==> config.mk <==
export PLATFORM = sky130hd
export DESIGN_NAME = sdmul_top
export DESIGN_NICKNAME = d
export VERILOG_FILES = /design/src/rtl/sdmul_pkg.sv /design/src/rtl/sd_unpack.sv /design/src/rtl/sd_step.sv /design/src/rtl/sdmul_top.sv
export SDC_FILE = /design/constraint.sdc
export NUM_CORES = 1
export LEC_CHECK = 0
export BUFFER_PORTS_ARGS = -buffer_cell sky130_fd_sc_hd__buf_4
export CAP_MARGIN = 20
export CORE_MARGIN = 3
export CORE_UTILIZATION = 46
export CTS_BUF_LIST = sky130_fd_sc_hd__clkbuf_4
export DETAILED_ROUTE_END_ITERATION = 8
export GPL_TIMING_DRIVEN = 0
export PLACE_DENSITY = 0.68
export SETUP_SLACK_MARGIN = 0.1
export SLEW_MARGIN = 15
export SYNTH_ARGS = -nofsm -noshare
export SYNTH_HDL_FRONTEND = slang
export SYNTH_HIERARCHICAL = 1
export SYNTH_SLANG_ARGS = --single-unit
==> constraint.sdc <==
create_clock -name clk -period 10.14 [get_ports clk]
set_input_delay 2.028 -clock clk [delete_from_list [all_inputs] [get_ports clk]]
set_output_delay 2.028 -clock clk [all_outputs]
set_load 0.005 [all_outputs]
==> src/rtl/sdmul_pkg.sv <==
package sdmul_pkg;
  typedef enum logic [1:0] {
    PH_IDLE   = 2'd0,
    PH_UNPACK = 2'd1,
    PH_WALK   = 2'd2
  } phase_t;
endpackage

==> src/rtl/sd_unpack.sv <==
// Unpacks a packed signed-digit word: a set bit not already claimed as a
// sign marks a nonzero digit; the next bit up carries its sign.
module sd_unpack #(
  parameter int W = 8
) (
  input  logic [W:0]   pk,
  output logic [W-1:0] nz,
  output logic [W-1:0] neg
);
  logic [W:0] claimed;

  always_comb begin
    claimed    = '0;
    nz         = '0;
    neg        = '0;
    for (int i = 0; i < W; i++) begin
      nz[i]          = pk[i] & ~claimed[i];
      neg[i]         = pk[i+1];
      claimed[i+1]   = nz[i];
    end
  end
endmodule

==> src/rtl/sd_step.sv <==
// One Horner step: next = 2*acc + digit*operand, operand sign-extended.
module sd_step #(
  parameter int W = 8
) (
  input  logic [2*W-1:0] acc,
  input  logic [W-1:0]   opnd,
  input  logic           nz,
  input  logic           neg,
  output logic [2*W-1:0] nxt
);
  localparam int PW = 2 * W;
  logic [PW-1:0] ext;
  logic [PW-1:0] term;

  always_comb begin
    ext  = {{W{opnd[W-1]}}, opnd};
    if (!nz)      term = '0;
    else if (neg) term = PW'(0) - ext;
    else          term = ext;
    nxt  = {acc[PW-2:0], 1'b0} + term;
  end
endmodule

==> src/rtl/sdmul_top.sv <==
module sdmul_top
  import sdmul_pkg::*;
#(
  parameter int W = 8
) (
  input  logic           clk,
  input  logic           rst,
  input  logic           start,
  input  logic [W:0]     mcand_pk,
  input  logic [W-1:0]   mplier,
  output logic           busy,
  output logic           done,
  output logic [2*W-1:0] product
);
  localparam int PW = 2 * W;
  localparam int CW = (W > 1) ? $clog2(W) : 1;

  phase_t          phase;
  logic [W-1:0]    op_q;
  logic [W:0]      pk_q;
  logic [W-1:0]    nz_q, neg_q;
  logic [W-1:0]    nz_w, neg_w;
  logic [CW-1:0]   idx;
  logic [PW-1:0]   step_w;

  sd_unpack #(.W(W)) i_unpack (
    .pk  (pk_q),
    .nz  (nz_w),
    .neg (neg_w)
  );

  sd_step #(.W(W)) i_step (
    .acc  (product),
    .opnd (op_q),
    .nz   (nz_q[idx]),
    .neg  (neg_q[idx]),
    .nxt  (step_w)
  );

  always_ff @(posedge clk) begin
    if (rst) begin
      phase   <= PH_IDLE;
      busy    <= 1'b0;
      done    <= 1'b0;
      product <= '0;
      op_q    <= '0;
      pk_q    <= '0;
      nz_q    <= '0;
      neg_q   <= '0;
      idx     <= '0;
    end else begin
      done <= 1'b0;
      case (phase)
        PH_IDLE: begin
          if (start) begin
            op_q    <= mplier;
            pk_q    <= mcand_pk;
            product <= '0;
            busy    <= 1'b1;
            phase   <= PH_UNPACK;
          end
        end
        PH_UNPACK: begin
          nz_q  <= nz_w;
          neg_q <= neg_w;
          idx   <= CW'(W - 1);
          phase <= PH_WALK;
        end
        PH_WALK: begin
          product <= step_w;
          if (idx == '0) begin
            busy  <= 1'b0;
            done  <= 1'b1;
            phase <= PH_IDLE;
          end else begin
            idx <= idx - 1'b1;
          end
        end
        default: phase <= PH_IDLE;
      endcase
    end
  end
endmodule

Yosys cells after proc, flatten, opt, wreduce, memory -nomap -nowiden
Index checks and enable logic that the tools add are counted.
{ "word_totals": {"output_inout_bits": 18, "reg_bits": 56, "inputBits": 20, "word_cells": 60} }
{ "op_classes": {"bitwise_logic": 15, "n_reduce_logical": 10, "n_lt_le_gt_ge": 1, "eq_ne": 5, "n_mux": 17, "n_addsub": 3} }
{ "op_table": {"columns": ["operator", "count"], "rows": [
  ["16-bit 2-to-1 mux", 3],
  ["16-bit case mux with 2 select lines", 1],
  ["16-bit adder", 1],
  ["1-bit by 8-bit subtractor with 9-bit output (first input constant)", 1],
  ["1-bit NOT", 8],
  ["2-bit AND reduction", 4],
  ["1-bit AND", 7],
  ["1-bit binary-select mux with 3-bit select", 2],
  ["2-bit != test (second input constant)", 3],
  ["2-bit case mux with 3 select lines", 1],
  ["3-bit case mux with 2 select lines", 1],
  ["1-bit 2-to-1 mux", 5],
  ["3-bit by 4-bit less-than comparator with 1-bit output (second input constant)", 1],
  ["2-bit 2-to-1 mux", 2],
  ["2-bit nonzero test", 2],
  ["3-bit logical NOT", 1],
  ["3-bit 2-to-1 mux", 1],
  ["3-bit AND reduction", 1],
  ["3-bit by 1-bit subtractor with 3-bit output (second input constant)", 1],
  ["2-bit by 1-bit == test with 1-bit output (second input constant)", 1],
  ["2-bit == test (second input constant)", 1],
  ["2-bit logical NOT", 1],
  ["1-bit case mux with 2 select lines", 1],
  ["2-bit OR reduction", 1]
]} }

Logic depth before layout (Yosys ltp)
{ "logic_depth": {"ltp_word": 14, "depth_mapped": 15, "ltp_nobuf": 14} }

Hierarchy
Netlist, hierarchy kept.
{ "modules_own_cells": {"columns": ["mod", "area_each_um2", "instances", "cells_per_inst", "seq_area_each_um2"], "rows": [
  ["sdmul_top", 2200.9, 1, 227, 1121.1],
  ["sd_step", 835.8, 1, 111, 0.0],
  ["sd_unpack", 145.1, 1, 20, 0.0]
]} }

Worst setup path after synthesis
Ideal clock, no wire load.
{ "synth_path": {"kind": "register to register", "start": "register idx[0]", "end": "register product[9]", "setup_time_ns": 0.128, "setup_slack_ns": 6.660, "t_arrival_ns": 3.352, "stages_incl_launch_ff": 16, "required_ns": 10.012, "path_cell_list": "dfxtp_1 > buf_6 > mux4_1 > mux2_2 > clkbuf_1 > mux2i_1 > nor2b_1 > ha_1 > fa_1 > a21oi_1 > o21ai_0 > a2111oi_0 > nor3_1 > xor2_1 > a22oi_1 > nor2_1"} }
{ "synth_between": {"elab_chain_cells": 6} }
{ "synth_lines": {"columns": ["item", "line_no", "rtl"], "rows": [
  ["start: declaration", "sdmul_top.sv:23", "logic [CW-1:0] idx;"],
  ["start signal: assignment", "sdmul_top.sv:66", "idx <= CW'(W - 1);"],
  ["start signal: assignment", "sdmul_top.sv:76", "idx <= idx - 1'b1;"],
  ["1-bit binary-select mux with 3-bit select", "sdmul_top.sv:36", ".neg (neg_q[idx]),"],
  ["1-bit 2-to-1 mux (implied by the code)", "sdmul_top.sv:36", null],
  ["16-bit 2-to-1 mux", "sd_step.sv:18", "else if (neg) term = PW'(0) - ext;"],
  ["16-bit 2-to-1 mux *", "sd_step.sv:17", "if (!nz) term = '0;"],
  ["16-bit adder *", "sd_step.sv:20", "nxt = {acc[PW-2:0], 1'b0} + term;"],
  ["named net step_w[9]", "sdmul_top.sv:24", "logic [PW-1:0] step_w;"],
  ["16-bit case mux with 2 select lines *", "sdmul_top.sv:53", "case (phase)"],
  ["end signal: assignment", "sdmul_top.sv:70", "product <= step_w;"],
  ["end: declaration", "sdmul_top.sv:13", "output logic [2*W-1:0] product"]
]} }
Mark *: on every way through the listed nets, which the timed path passes. The rest lies on a longest branch. The select of a mux whose other input is x is not followed.
A chain may end at the register's enable or synchronous reset.

Worst setup path after layout
Same ends and word-level chain as after synthesis.

==> run metrics <==
Hold Crit Start=nz_q[4]; GRT Resource Usage Total=between 10% and 20%; GPL Wtd Cong=around 0.84; Worst R2R Path Depth=15; CTS resizes=0; Sw Pwr=between 0.1 and 0.15 mW; status=finished clean; Avg Vias per Cell=5.28; Cells after DPL=approximately 470; drt pass-1 iters=4; Setup-failing EPs final=0; IO Pins=38; # rows=29; die width=~89 µm; Synthesized Nets=396; initial core utilization=48.7%; grt ovf=0; Peak Freq=approximately 0.24 GHz; fin util=between 50% and 60%; vias in the first global route=2364; CTS tree=done; placed wire-length estimate=between 5000 and 6000 µm; Root Buffer=clkbuf_4; Final nets=approximately 440; internal power=between 0.2 and 0.3 mW; die area=7950 µm²; peak supply drop=roughly 0.07 mV; Worst-Margin Slew=between 0.7 and 0.8 ns; proportion of layout cells with a drive suffix above 1=19.7%; highest-count cells in the layout ignoring fill and taps=dfxtp_1 (56), buf_4 (49), nor2_1 (42); largest net degree at the start of global routing=20; antenna violations before repair=0; Via Count=2527; EDFF count, synth=0; worst setup slack after placement=around 6.1 ns; setup_tns=0 ns; CP Class=flip-flop to flip-flop; CP Cell Sequence=buf_6, mux4_1, mux2_2, clkbuf_1, mux2i_1, nor2b_1, ha_1, fa_1, a21oi_1, o21ai_0, a2111oi_0, nor3_1, xor2_1, a22oi_1, nor2_1; First DRT Iteration DRCs=between 100 and 150; Clock Skews=around 0.013 ns; Post-Syn Instances=358; P&R area growth vs syn=13.5%; Worst-Skew Late Latency=between 0.3 and 0.4 ns; Post-CTS Setup Bufs=0; CP delay by family, top=compound AO/OA/AOI/OAI gates; Sequential Power Share=between 50% and 60%; post-route ant nets=0; global-route wire length before repair=around 11000 µm; Hold Path Class=flip-flop to flip-flop; Remaining DRCs=0; FF-to-FF End=product[9]; RSZ-0062 raised after global routing=no; Comb power frac=between 10% and 20%; critical path required time=10.41 ns; CP Max Fanout=9; I/O Buffers=36; sw frac=between 20% and 30%; Ys Warns=6; Mapped Area=~3200 µm²; Setup crit end kind=flip-flop; fraction of registers with async set/reset=0%; hold buffer count at cts=0; worst hold stages=2; Pleak=1.58 nW; post-synth cell types=49; worst hold slack=about 0.46 ns; CTS clk-pin slew, worst paths=roughly 0.18 ns; CTS buffer count=5; Min-Delay Endpoint=nz_q[4]; sequential-to-total area share from yosys stat=between 30% and 40%; Critical Path Source Type=flip-flop; Die Y=~90 µm; routed len/inst=about 14 µm; syn avg cell area=~9 µm²; drt total wl=6540 µm; final hold vios=0; Pwr per Cell Area=between 100 and 150 nW/µm²; r2r startpoint=idx[0]; period utilisation layout=40.4%; critical path depth in cells=15; Yosys reg bits=56; Worst slew margin=a little under half; slowest stage delay, CP=around 0.54 ns; Clock Sinks=56; max-cap violations=0; CP arrival=4.37 ns; slowest cell on the critical path=mux4_1; Layout Cells excl Fill=479; ys flop type=dfxtp_1; Clk network pwr share=about a quarter; Longest Clk Path Bufs=2; core area=6530 µm²; final worst setup slack=6.04 ns; Inserted Diodes=0; H-tree levels=2; Slew Viols, Final=0; most common cell after layout, fill and taps aside=dfxtp_1; crit path time final=between 4 and 5 ns; R2R setup slack=roughly 6.0 ns; Crit path buffers/inverters=2
[sequential cells by signal, indices dropped and copies added (netlist names), 2 cells and up]
register and count:
product 16, pk_q 9, neg_q 8, nz_q 8
op_q 8, idx 3, phase 2
[cell families (layout without fill, tap and decap cells)]
kind of cell	Yosys count	after routing	share of synthesized area (%)
multiplexers	24	24	9.67
flip-flops	56	56	35.2
adder cells (fa/ha/maj)	18	18	7.31
buffers and inverters	43	87	7.71
AND/OR/NAND/NOR	117	117	17.2
XOR/XNOR	20	20	5.51
AO/OA/AOI/OAI	80	80	17.4
[cells in the mapped netlist, drive strengths merged, types with 7 or more instances]
cell | count | area share (%)
a22oi | 16 | 3.8
mux2i | 18 | 5.7
xor2 | 7 | 1.9
o21ai | 8 | 1.3
and2 | 10 | 2.0
inv | 13 | 1.5
a21oi | 31 | 4.9
nor2 | 42 | 5.0
buf | 22 | 5.2
clkbuf | 8 | 0.94
xnor2 | 13 | 3.6
ha | 17 | 6.7
dfxtp | 56 | 35
nand2 | 40 | 4.7
[power groups by stage]
stage | clock [mW] | combinational (mW) | sequential, mW
finish | 0.105 | 0.0679 | 0.237
global route | 0.121 | 0.0762 | 0.239
detailed placement | 0 | 0.0681 | 0.242
global placement | 0 | 0.0669 | 0.242
CTS | 0.111 | 0.0682 | 0.237
floorplan | 0 | 0.0512 | 0.240
[cell type report]
type,instances,area [µm²]
Buffer,30,196
Fill cell,630,2920
Timing Repair Buffer,36,270
Sequential cell,56,1120
Multi-Input combinational cell,259,1820
Inverter,13,48.8
Tap cell,77,96.3
Clock inverter,3,26.3
Clock buffer,5,37.5
[worst max-delay path by stage]
stage	startpoint	endpoint	slack [ns]
after detailed placement	idx[0]	product[9]	6.12
after global routing	idx[0]	product[9]	5.76
after CTS	idx[0]	product[9]	6.08
after global placement	idx[0]	product[9]	6.28
final	idx[0]	product[9]	6.04
after floorplan	idx[0]	product[9]	6.66
[per-layer routing]
| metal | share of wire (%) | routed length [µm] | up-vias | global-route usage, % |
|---|---|---|---|---|
| met3 | 3.8 | 251 | 2 | 3.50 |
| met5 | 0 | 0 | - | 0 |
| met4 | 0.64 | 42 | 0 | 4.47 |
| li1 | - | - | 1322 | - |
| met2 | 44 | 2910 | 52 | 28.5 |
| met1 | 51 | 3340 | 1151 | 25.6 |
[stage by stage]
step	power (mW)	area, µm²
2_1_floorplan	0.291	3180
3_3_place_gp	0.309	3550
3_5_place_dp	0.310	3550
4_1_cts	0.417	3610
5_1_grt	0.436	3610
6_report	0.410	3610
[worst reg2reg max path: stages (launching register included)]
cell	delay [ns]
dfxtp_1	0.36
buf_6	0.14
mux4_1	0.55
mux2_2	0.29
clkbuf_1	0.23
mux2i_1	0.23
nor2b_1	0.07
ha_1	0.21
fa_1	0.42
a21oi_1	0.25
o21ai_0	0.19
a2111oi_0	0.52
nor3_1	0.13
xor2_1	0.16
a22oi_1	0.18
nor2_1	0.06
No activity file was read; power rests on OpenSTA's default activity.
